[config.mk]
export PLATFORM = sky130hd
export DESIGN_NAME = scratch_copy_ctrl
export DESIGN_NICKNAME = d
export VERILOG_FILES = /design/src/rtl/sp_pkg.sv /design/src/rtl/sp_buffer.sv /design/src/rtl/sp_auth_chk.sv /design/src/rtl/sp_stream_sel.sv /design/src/rtl/scratch_copy_ctrl.sv
export SDC_FILE = /design/constraint.sdc
export NUM_CORES = 1
export LEC_CHECK = 0
export CAP_MARGIN = 10
export CORE_AREA = 5 5 217 325
export CTS_CLUSTER_SIZE = 8
export DETAILED_ROUTE_END_ITERATION = 10
export DIE_AREA = 0 0 222 330
export GPL_TIMING_DRIVEN = 0
export PLACE_DENSITY = 0.53
export SETUP_SLACK_MARGIN = 0.15
export SLEW_MARGIN = 25
export SYNTH_ARGS = -nofsm -noshare
export SYNTH_HDL_FRONTEND = slang
export SYNTH_SLANG_ARGS = --single-unit
[constraint.sdc]
create_clock -name clk -period 2.29 [get_ports clk]
set_input_delay 0.229 -clock clk [delete_from_list [all_inputs] [get_ports clk]]
set_output_delay 0.229 -clock clk [all_outputs]
set_load 0.005 [all_outputs]
[src/rtl/sp_pkg.sv]
`timescale 1ns/1ps
// Shared definitions for the staged scratch buffer: controller states,
// command codes and status-byte bit positions.
package sp_pkg;
    typedef enum logic [2:0] {
        ST_CMD,
        ST_WADDR,
        ST_WDATA,
        ST_READ,
        ST_AUTH,
        ST_BUSY,
        ST_DONE,
        ST_SINK
    } sp_state_e;

    localparam logic [7:0] OP_WRITE = 8'h0F;
    localparam logic [7:0] OP_READ  = 8'hAA;
    localparam logic [7:0] OP_COPY  = 8'h55;

    localparam int ES_PF = 5;
    localparam int ES_OF = 6;
    localparam int ES_AA = 7;
endpackage

[src/rtl/sp_buffer.sv]
`timescale 1ns/1ps
// Staging buffer: 2**OFF_W bytes, written one bit at a time, with two
// independent combinational byte read ports (read-back and copy).
// Assumes at most one bit write per cycle.
module sp_buffer #(
    parameter int OFF_W  = 5,
    parameter int BYTE_W = 8
) (
    input  logic              clk,
    input  logic              rst_n,
    input  logic              wr_en,
    input  logic [OFF_W-1:0]  wr_off,
    input  logic [$clog2(BYTE_W)-1:0] wr_bit,
    input  logic              wr_val,
    input  logic [OFF_W-1:0]  rd_a_off,
    output logic [BYTE_W-1:0] rd_a_data,
    input  logic [OFF_W-1:0]  rd_b_off,
    output logic [BYTE_W-1:0] rd_b_data
);
    localparam int DEPTH = 1 << OFF_W;

    logic [DEPTH-1:0][BYTE_W-1:0] cells;

    for (genvar g = 0; g < DEPTH; g++) begin : g_cell
        logic [BYTE_W-1:0] q;
        // Per-byte storage: update one addressed bit when selected.
        always_ff @(posedge clk) begin
            if (!rst_n) begin
                q <= '0;
            end else if (wr_en && (wr_off == OFF_W'(g))) begin
                q[wr_bit] <= wr_val;
            end
        end
        assign cells[g] = q;
    end

    assign rd_a_data = cells[rd_a_off];
    assign rd_b_data = cells[rd_b_off];
endmodule

[src/rtl/sp_auth_chk.sv]
`timescale 1ns/1ps
// Echo checker: shifts in N_BYTES*BYTE_W bits LSB first and compares the
// word completed by the current bit against a reference word.
// Assumes clr is held while no echo is being collected.
module sp_auth_chk #(
    parameter int BYTE_W  = 8,
    parameter int N_BYTES = 3
) (
    input  logic                        clk,
    input  logic                        rst_n,
    input  logic                        clr,
    input  logic                        shift_en,
    input  logic                        bit_in,
    input  logic [BYTE_W*N_BYTES-1:0]   ref_word,
    output logic                        last_bit,
    output logic                        match
);
    localparam int W     = BYTE_W * N_BYTES;
    localparam int CNT_W = $clog2(W + 1);

    logic [W-1:0]     sh_q;
    logic [W-1:0]     sh_next;
    logic [CNT_W-1:0] cnt_q;

    assign sh_next = {bit_in, sh_q[W-1:1]};

    // Collect echo bits and count them.
    always_ff @(posedge clk) begin
        if (!rst_n || clr) begin
            sh_q  <= '0;
            cnt_q <= '0;
        end else if (shift_en) begin
            sh_q  <= sh_next;
            cnt_q <= cnt_q + CNT_W'(1);
        end
    end

    assign last_bit = shift_en && (cnt_q == CNT_W'(W - 1));
    assign match    = (sh_next == ref_word);
endmodule

[src/rtl/sp_stream_sel.sv]
`timescale 1ns/1ps
// Read-back multiplexer: picks the byte for the current position of the
// read stream (two address bytes, status, buffer data, then all ones)
// and the bit within it.
module sp_stream_sel #(
    parameter int BYTE_W = 8
) (
    input  logic [1:0]                hdr_idx,
    input  logic                      past_end,
    input  logic [2*BYTE_W-1:0]       ta_word,
    input  logic [BYTE_W-1:0]         es_byte,
    input  logic [BYTE_W-1:0]         data_byte,
    input  logic [$clog2(BYTE_W)-1:0] bit_idx,
    output logic                      bit_out
);
    logic [BYTE_W-1:0] cur;

    // Select the byte that the stream is currently emitting.
    always_comb begin
        unique case (hdr_idx)
            2'd0:    cur = ta_word[BYTE_W-1:0];
            2'd1:    cur = ta_word[2*BYTE_W-1:BYTE_W];
            2'd2:    cur = es_byte;
            default: cur = past_end ? '1 : data_byte;
        endcase
    end

    assign bit_out = cur[bit_idx];
endmodule

[src/rtl/scratch_copy_ctrl.sv]
`timescale 1ns/1ps
// Staged scratch buffer controller. Decodes a framed LSB-first bit
// stream into fill / read-back / authorized-copy commands, keeps the
// target address and status byte, and drives the backing memory write
// port during a copy. Assumes BYTE_W = 8 (status packs offset + 3 flags)
// and OFF_W < ADDR_W <= 2*BYTE_W.
module scratch_copy_ctrl
    import sp_pkg::*;
#(
    parameter int ADDR_W = 9,
    parameter int BYTE_W = 8
) (
    input  logic              clk,
    input  logic              rst_n,
    input  logic              frame,
    input  logic              bit_valid,
    input  logic              bit_in,
    output logic              dout,
    output logic              mem_we,
    output logic [ADDR_W-1:0] mem_addr,
    output logic [BYTE_W-1:0] mem_wdata
);
    localparam int OFF_W      = BYTE_W - 3;
    localparam int BIT_W      = $clog2(BYTE_W);
    localparam int TA_W       = 2 * BYTE_W;
    localparam int AUTH_BYTES = 3;
    localparam logic [OFF_W-1:0] LAST_OFF = '1;
    localparam logic [BIT_W-1:0] LAST_BIT = BIT_W'(BYTE_W - 1);

    sp_state_e         state_q;
    logic [BIT_W-1:0]  bit_q;
    logic              byte_q;
    logic [BYTE_W-1:0] cmd_q;
    logic [TA_W-1:0]   ta_q;
    logic [OFF_W-1:0]  end_q;
    logic [OFF_W-1:0]  wptr_q;
    logic [OFF_W-1:0]  cptr_q;
    logic              wfull_q;
    logic              of_q;
    logic              pf_q;
    logic              aa_q;
    logic [1:0]        hdr_q;
    logic [OFF_W:0]    rptr_q;

    logic              take;
    logic              byte_last;
    logic [BYTE_W-1:0] cmd_next;
    logic [TA_W-1:0]   ta_next;
    logic              cmd_wr_hit;
    logic [BYTE_W-1:0] es_byte;
    logic              buf_we;
    logic [BYTE_W-1:0] rd_byte;
    logic [BYTE_W-1:0] cp_byte;
    logic              auth_shift;
    logic              auth_clr;
    logic              auth_last;
    logic              auth_match;
    logic              rd_bit;

    assign take       = frame && bit_valid;
    assign byte_last  = (bit_q == LAST_BIT);
    assign cmd_next   = {bit_in, cmd_q[BYTE_W-1:1]};
    assign ta_next    = {bit_in, ta_q[TA_W-1:1]};
    assign cmd_wr_hit = (state_q == ST_CMD) && take && byte_last && (cmd_next == OP_WRITE);
    assign es_byte    = {aa_q, of_q, pf_q, end_q};
    assign buf_we     = (state_q == ST_WDATA) && take && !wfull_q;
    assign auth_shift = (state_q == ST_AUTH) && take;
    assign auth_clr   = (state_q != ST_AUTH);

    // Sequencer: command decode, field counters and copy pointer.
    always_ff @(posedge clk) begin
        if (!rst_n) begin
            state_q <= ST_CMD;
            bit_q   <= '0;
            byte_q  <= 1'b0;
            cmd_q   <= '0;
            hdr_q   <= '0;
            rptr_q  <= '0;
            cptr_q  <= '0;
        end else if (!frame && (state_q != ST_BUSY)) begin
            state_q <= ST_CMD;
            bit_q   <= '0;
            byte_q  <= 1'b0;
        end else begin
            unique case (state_q)
                ST_CMD: begin
                    if (take) begin
                        cmd_q <= cmd_next;
                        bit_q <= bit_q + BIT_W'(1);
                        if (byte_last) begin
                            case (cmd_next)
                                OP_WRITE: state_q <= ST_WADDR;
                                OP_READ: begin
                                    state_q <= ST_READ;
                                    hdr_q   <= '0;
                                    rptr_q  <= {1'b0, ta_q[OFF_W-1:0]};
                                end
                                OP_COPY: state_q <= ST_AUTH;
                                default: state_q <= ST_SINK;
                            endcase
                        end
                    end
                end
                ST_WADDR: begin
                    if (take) begin
                        bit_q <= bit_q + BIT_W'(1);
                        if (byte_last) begin
                            byte_q <= ~byte_q;
                            if (byte_q) begin
                                state_q <= ST_WDATA;
                            end
                        end
                    end
                end
                ST_WDATA: begin
                    if (take) begin
                        bit_q <= bit_q + BIT_W'(1);
                    end
                end
                ST_READ: begin
                    if (take) begin
                        bit_q <= bit_q + BIT_W'(1);
                        if (byte_last) begin
                            if (hdr_q != 2'd3) begin
                                hdr_q <= hdr_q + 2'd1;
                            end else if (!rptr_q[OFF_W]) begin
                                rptr_q <= rptr_q + (OFF_W+1)'(1);
                            end
                        end
                    end
                end
                ST_AUTH: begin
                    if (auth_last) begin
                        if (auth_match) begin
                            state_q <= ST_BUSY;
                            cptr_q  <= ta_q[OFF_W-1:0];
                        end else begin
                            state_q <= ST_SINK;
                        end
                    end
                end
                ST_BUSY: begin
                    if (cptr_q == end_q) begin
                        state_q <= ST_DONE;
                    end else begin
                        cptr_q <= cptr_q + OFF_W'(1);
                    end
                end
                default: begin
                end
            endcase
        end
    end

    // Address, write pointer and status flags.
    always_ff @(posedge clk) begin
        if (!rst_n) begin
            ta_q    <= '0;
            end_q   <= '0;
            wptr_q  <= '0;
            wfull_q <= 1'b0;
            of_q    <= 1'b0;
            pf_q    <= 1'b0;
            aa_q    <= 1'b0;
        end else begin
            if (cmd_wr_hit) begin
                aa_q <= 1'b0;
                of_q <= 1'b0;
                pf_q <= 1'b0;
            end
            if ((state_q == ST_WADDR) && take) begin
                ta_q <= ta_next;
                if (byte_last && byte_q) begin
                    wptr_q  <= ta_next[OFF_W-1:0];
                    end_q   <= ta_next[OFF_W-1:0];
                    wfull_q <= 1'b0;
                end
            end
            if (buf_we) begin
                end_q <= wptr_q;
                if (byte_last) begin
                    if (wptr_q == LAST_OFF) begin
                        wfull_q <= 1'b1;
                    end else begin
                        wptr_q <= wptr_q + OFF_W'(1);
                    end
                end
            end
            if ((state_q == ST_WDATA) && take && wfull_q) begin
                of_q <= 1'b1;
            end
            if ((state_q == ST_WDATA) && !frame && (bit_q != '0) && !of_q) begin
                pf_q <= 1'b1;
            end
            if (auth_last && auth_match) begin
                aa_q <= 1'b1;
            end
        end
    end

    sp_buffer #(
        .OFF_W (OFF_W),
        .BYTE_W(BYTE_W)
    ) u_buf (
        .clk      (clk),
        .rst_n    (rst_n),
        .wr_en    (buf_we),
        .wr_off   (wptr_q),
        .wr_bit   (bit_q),
        .wr_val   (bit_in),
        .rd_a_off (rptr_q[OFF_W-1:0]),
        .rd_a_data(rd_byte),
        .rd_b_off (cptr_q),
        .rd_b_data(cp_byte)
    );

    sp_auth_chk #(
        .BYTE_W (BYTE_W),
        .N_BYTES(AUTH_BYTES)
    ) u_auth (
        .clk     (clk),
        .rst_n   (rst_n),
        .clr     (auth_clr),
        .shift_en(auth_shift),
        .bit_in  (bit_in),
        .ref_word({es_byte, ta_q}),
        .last_bit(auth_last),
        .match   (auth_match)
    );

    sp_stream_sel #(
        .BYTE_W(BYTE_W)
    ) u_sel (
        .hdr_idx  (hdr_q),
        .past_end (rptr_q[OFF_W]),
        .ta_word  (ta_q),
        .es_byte  (es_byte),
        .data_byte(rd_byte),
        .bit_idx  (bit_q),
        .bit_out  (rd_bit)
    );

    // Serial output: read stream, copy progress, or idle high.
    always_comb begin
        unique case (state_q)
            ST_READ: dout = rd_bit;
            ST_DONE: dout = 1'b0;
            default: dout = 1'b1;
        endcase
    end

    assign mem_we    = (state_q == ST_BUSY);
    assign mem_addr  = {ta_q[ADDR_W-1:OFF_W], cptr_q};
    assign mem_wdata = cp_byte;
endmodule

After elaboration in Yosys (flattened, before gate mapping)

Cells that the tools add are included.

Flip-flop bits (word level): 343
Bits in latches: 0
Memory bits (writable): 0
ROM bits: 0
Input bits: 5
Word-level logic and storage cells: 292
Memories: 0

$add $sub $neg: 6
Multipliers: 0
Divide/modulo/power cells: 0
$lt $le $gt $ge: 4
Equal/unequal tests: 64
Shift-type cells: 0
Mux-type cells: 89
Bitwise logic cells: 3
Reduce and logical (&&, ||, !) cells: 77

Operator list:

| operator                                                    | number |
|---|---|
| bitwise mux 8 bit                                           | 32 |
| equality test 5 bit (second input constant)                 | 17 |
| binary-select mux 8 bit (select 5 bit)                      | 2 |
| 2-to-1 mux 5 bit                                            | 11 |
| logical AND 1 bit                                           | 49 |
| 2-to-1 mux 6 bit                                            | 7 |
| equality test 5 x 4 -> 1 bit (second input constant)        | 8 |
| inequality test 2 bit (second input constant)               | 14 |
| equality test 24 bit                                        | 1 |
| 2-to-1 mux 8 bit                                            | 3 |
| case mux 8 bit (3 select lines)                             | 1 |
| AND reduction 8 bit                                         | 3 |
| 2-to-1 mux 3 bit                                            | 7 |
| equality test 5 x 3 -> 1 bit (second input constant)        | 4 |
| adder 5 x 1 -> 5 bit (second input constant)                | 3 |
| 2-to-1 mux 2 bit                                            | 7 |
| nonzero test 2 bit                                          | 7 |
| equality test 3 bit (second input constant)                 | 4 |
| less-than comparator 5 x 6 -> 1 bit (second input constant) | 2 |
| case mux 3 bit (4 select lines)                             | 1 |
| case mux 6 bit (2 select lines)                             | 1 |
| 2-to-1 mux 1 bit                                            | 11 |
| equality test 5 x 2 -> 1 bit (second input constant)        | 2 |
| case mux 5 bit (2 select lines)                             | 1 |
| other kinds (35)                                            | 45 |

Logic depth before layout (Yosys ltp)

Gate-level depths: netlist of the first run.

Word-level depth: 7
Depth in mapped cells: 11
Depth with buffers taken out: 8

Modules after synthesis

From an unflattened synthesis of the first run, not the netlist that was laid out.

Cells, all modules: 2035
Area total of the unflattened synthesis: 20385.8 um^2

Modules (own cells, without submodules):

| module            | instances | cells an instance | area each (um^2) |
|---|---|---|---|
| sp_buffer         | 1         | 1512              | 15796.4 |
| scratch_copy_ctrl | 1         | 356               | 2994.1 |
| sp_auth_chk       | 1         | 129               | 1291.2 |
| sp_stream_sel     | 1         | 38                | 304.0 |

Worst setup path after synthesis of the first run

No wires, ideal clock.

Kind: register -> output
Start point: register cptr_q[0]
End point: output mem_wdata[4]
Arrival time: 2.172 ns
Data required time: 2.061 ns
Slack: -0.111 ns
Stages on the path, launching flop included: 7
Cells stage by stage: dfxtp_1 > buf_2 > clkbuf_1 > buf_2 > mux4_2 > mux4_2 > mux2_2

Cells in the longest elaborated chain, start to end: 2

RTL lines:

| element                                | line                     | text |
|---|---|---|
| start: declaration                     | scratch_copy_ctrl.sv:37  | `logic [OFF_W-1:0] cptr_q;` |
| start signal: assignment               | scratch_copy_ctrl.sv:136 | `cptr_q <= ta_q[OFF_W-1:0];` |
| start signal: assignment               | scratch_copy_ctrl.sv:146 | `cptr_q <= cptr_q + OFF_W'(1);` |
| binary-select mux 8 bit (select 5 bit) | sp_buffer.sv:38          | `assign rd_b_data = cells[rd_b_off];` |
| 2-to-1 mux 8 bit (implied by the code) | sp_buffer.sv:38          |  |
| end: declaration                       | scratch_copy_ctrl.sv:21  | `output logic [BYTE_W-1:0] mem_wdata` |

No other way between the ends. The select of a mux whose other input is x is not followed.

Worst setup path in the final report of the first run

Start point: register rptr_q[0]
End point: output dout

Cells in the longest elaborated chain, start to end: 7

RTL lines:

| element                                | line                     | text |
|---|---|---|
| start: declaration                     | scratch_copy_ctrl.sv:43  | `logic [OFF_W:0] rptr_q;` |
| start signal: assignment               | scratch_copy_ctrl.sv:96  | `rptr_q <= {1'b0, ta_q[OFF_W-1:0]};` |
| start signal: assignment               | scratch_copy_ctrl.sv:127 | `rptr_q <= rptr_q + (OFF_W+1)'(1);` |
| binary-select mux 8 bit (select 5 bit) | sp_buffer.sv:37          | `assign rd_a_data = cells[rd_a_off];` |
| 2-to-1 mux 8 bit (implied by the code) | sp_buffer.sv:37          |  |
| 2-to-1 mux 8 bit                       | sp_stream_sel.sv:24      | `default: cur = past_end ? '1 : data_byte;` |
| case mux 8 bit (3 select lines)        | sp_stream_sel.sv:20      | `unique case (hdr_idx)` |
| binary-select mux 1 bit (select 3 bit) | sp_stream_sel.sv:28      | `assign bit_out = cur[bit_idx];` |
| 2-to-1 mux 1 bit (implied by the code) | sp_stream_sel.sv:28      |  |
| case mux 1 bit (2 select lines)        | scratch_copy_ctrl.sv:245 | `unique case (state_q)` |
| end: declaration                       | scratch_copy_ctrl.sv:18  | `output logic dout,` |

No other way between the ends. The select of a mux whose other input is x is not followed.

==> out/summary.md, run 1 <==
The run finished, with violations left. The final reports fail on setup timing. In this run the vertical extent of the chip is 330 um. The number of nets still failing antenna checks after routing was 0. Summing every instance area after synthesis gives 18700 um^2. Number of antenna violations at the first check in global routing: 2. Quantity of I/O buffers inserted on ports: 21. Entering global routing, the biggest net connects 13 pins.

The number of buffers inserted for hold repair after clock tree synthesis came out at 0. The starting density of the core is 27.7%, and the clock sink count is 341. The hold violation total from the final report is 0, and the count of nets after finishing is 2336. After layout, the design draws a total of 13.0 mW. After clock tree synthesis, the clock-pin slew on the worst setup and hold paths is 0.06 ns. The setup check on the worst reg-to-reg path leaves a slack of 0.02 ns.

The final routed wire length divided by cell count came out at 34.7 um. Detailed routing placed a total of 8.38 mm of wire on met3. The H-tree was split into 2 levels.

Once placement finished, the instance area stood at 20200 um^2. The maximum achievable frequency came out at 288 MHz. Number of vias after detailed routing: 19.9k. Cells with a size suffix above 1 make up 38.6% of the layout.

Summing the sequential cell areas from Yosys gives 36.5% of the chip area. For this design the top-level I/O count stands at 24. The most used flip-flop cell after synthesis is dfxtp_1. After detailed routing, the number of vias per cell comes to 6.19.

No sink is reached through more buffers than the 3 on the longest clock path. The routed design could run at a clock period as short as 3.47 ns. For the total iterations of the first detailed-routing run, the log shows 6. The number of global-route vias before repair came out at 18.8k. At the worst endpoint, the arrival time is 3.24 ns. Max-cap violations in this run came to 0. The number of clock buffers added by TritonCTS is 49. Global routing used 29.0% of the available tracks across all layers. The critical path in this run is classified as reg -> out.

Number of pins exceeding their max-slew limit in the final report: 0. The worst min-delay path class was in -> reg. In this run the mean area of a mapped cell was 8.74 um^2. The setup slack after layout was -1.18 ns; the async set or reset register ratio after synthesis was 0%.

The core region is 67300 um^2. The later-pin clock latency in the skew report is 0.62 ns, and the Yosys warning count is 0. The setup skew after layout was 0.0348 ns; the number of enable-type register cells in the synthesized netlist was 0.

The met2 routed wirelength is 50.9 mm. The highest routed metal layer was met5. TritonCTS built the clock tree. The floorplan has 117 rows.

In the finished design, the share of the clock period the worst path needs comes to 151%. For this run, design rule violations remaining after detail routing come to 0. Dividing total power by cell area gives a power density of 502 nW/um^2. The growth of design area from synthesis to finish was 38.7%. The tree is rooted in a clkbuf_16. Counting flops and latches in the post-synthesis netlist gives 341. Setup repair after global routing could not meet its margin everywhere.

After detailed routing, the wire length on met1 is 36.5 mm. The worst pin sits at a relative slew slack of 23.6%. The die width is 222 um, and the transition time at the pin with the least slew margin is 1.15 ns. The endpoint identified for the worst register-to-register timing path is u_buf.g_cell[6].q[6]. The worst reg2reg path depth is 8. IR analysis of the VDD net gives a maximum drop of 0.464 mV. The run gives 83.0 mm as the placed wire-length estimate. Synthesis produced a netlist with a net count of 2158.

The cell count after synthesis came out at 2137. The tools report the category of the worst setup path launch point as a flop. The worst hold path terminates at pf_q.

In this run the critical register-to-register path is launched from wptr_q[2]. The logs give 112 mm for the post-detailed-routing wire length and 1.05 for the final RePlAce weighted congestion. The run gives 25900 um^2 as the area of all placed cells without fillers. STA classifies the critical path endpoint as a primary output. Counting instances, the worst hold path has a depth of 4. Global-route wire length before repair: 150 mm.

The biggest fanout along the worst timing path works out to 8. For the DRC marker count from the first detailed-route iteration, the log shows 2246. Summed over all layers, the global routing overflow is 0. Summed over all cells, the static leakage comes to 7.62 nW. The area of the die was 73300 um^2; the data required time at the worst endpoint was 2.06 ns. The count of final setup violators was 9. The tools report the worst min-delay path startpoint as frame. The tools report the count of cell types in the netlist as 74.
area by class of cell:
type	count	area (um^2)
fillers	6680	41400
clock buffers	51	1230
plain buffers	219	1870
multi-input cells	1561	13300
inverters	16	70.1
clock inverters	4	35.0
repair buffers	127	1440
diodes	2	5.00
well taps	892	1120
flip-flops and latches	341	6850
registers in the layout (all words and copies together) (netlist names):
| register | flops |
|---|---|
| hdr_q | 2 |
| of_q | 1 |
| bit_q | 3 |
| state_q | 3 |
| pf_q | 1 |
| u_buf.g_cell.q | 256 |
| aa_q | 1 |
| rptr_q | 6 |
| byte_q | 1 |
| cmd_q | 7 |
| u_auth.sh_q | 23 |
| wptr_q | 5 |
| end_q | 5 |
| cptr_q | 5 |
| wfull_q | 1 |
| ta_q | 16 |
| u_auth.cnt_q | 5 |
power breakdown:
group / total, mW / switching (mW) / internal, mW
clock network: 6.57 / 2.81 / 3.76
logic: 0.490 / 0.414 / 0.0756
registers: 5.94 / 0.00178 / 5.94
total: 13.0 / 3.22 / 9.78
placed cells by master, fill, tap and decap left out, drive strengths merged, types with 7 or more instances in the layout:
cell type and count:
a211oi 11, a21oi 335, a221oi 8, a22oi 12
a31oi 7, and2 16, and3 13, buf 207
clkbuf 177, clkdlybuf4s50 11, dfxtp 341, ha 16
inv 15, mux2 12, mux2i 29, mux4 132
nand2 171, nand2b 9, nand3 289, nand4 12
nor2 72, nor2b 16, nor3 26, nor4 7
o21ai 272, xnor2 28, xor2 9
per-layer routing:
layer	vias to the layer above	GRT usage, %
li1	8288	-
met5	-	0
met1	9888	30.1
met4	2	29.6
met3	481	5.65
met2	1232	47.8
cell usage after synthesis (11+ instances only):
master    count  area share, %
ha_1         16            1.1
mux4_2      130             16
o21ai_0     269            7.2
clkbuf_1    152            3.1
buf_4        11           0.44
a22oi_1      12           0.48
nor3_1       22           0.59
and3_1       13           0.44
buf_2        39            1.0
nand3_1     289            7.7
nor2b_1      16           0.54
nand4_1      12           0.40
dfxtp_1     341             37
mux2_2       12           0.72
and2_1       16           0.54
mux2i_1      29            1.6
a21oi_1     334            8.9
xnor2_1      28            1.3
nand2_1     171            3.4
inv_1        14           0.28
nor2_1       68            1.4
a211oi_1     11           0.44
worst max-delay path, stage by stage (launching register included):
cell	delay, ns
dfxtp_2	0.35
buf_12	0.15
buf_16	0.18
buf_6	0.12
mux4_2	0.59
a221oi_2	0.29
o21ai_1	0.13
and3_1	0.20
o31ai_2	0.22
a41oi_2	0.18
buf_2	0.18
how the worst max path moves through the flow:
stage                         start  endpoint  slack (ns)  cells past startpoint
after CTS                 rptr_q[0]      dout       -1.12                     10
after floorplan           rptr_q[0]      dout        0.09                     10
after global placement     bit_q[0]      dout       -2.05                      7
after global routing      rptr_q[0]      dout       -1.23                     10
final                     rptr_q[0]      dout       -1.18                     10
after detailed placement  rptr_q[1]      dout       -1.46                     11
cells by family (layout without fill, tap and decap cells):
family          count (synthesis)  after routing  share of synthesized area, %
compound gates                686            686                          19.7
simple gates                  649            649                          16.9
flops                         341            341                          36.5
buf+inv                       235            417                          5.77
mux                           173            173                          18.2
xor+xnor                       37             37                          1.73
fa+ha+maj                      16             16                          1.07
other cells                     0              2                             0
metrics by stage:
step	util, %	TNS, ns	hold slack (ns)	worst slack, ns	std cells
global route	38.5	-8.79	0.232	-1.23	3211
finish	38.5	-8.32	0.166	-1.18	3213
CTS	35.5	-8.33	0.143	-1.12	3176
detailed placement	30.0	-229.04	0.475	-1.46	3055
global placement	29.9	-254.13	0.458	-2.05	3050
floorplan	-	0	0.449	0.0909	2137
timing repair:
action,4_1_cts,5_1_grt
gates resized for setup,539,526
endpoints found under the setup margin,301,284
gates cloned,2,1
pin swaps,87,157
setup buffers,64,34
(Power assumes the default switching activity.)
==> inputs of run 2 (changes only) <==
HOLD_SLACK_MARGIN = 0.08   (was default)
==> results of run 2 <==
Final layout, timing and power as in run 1 (identical DEF).
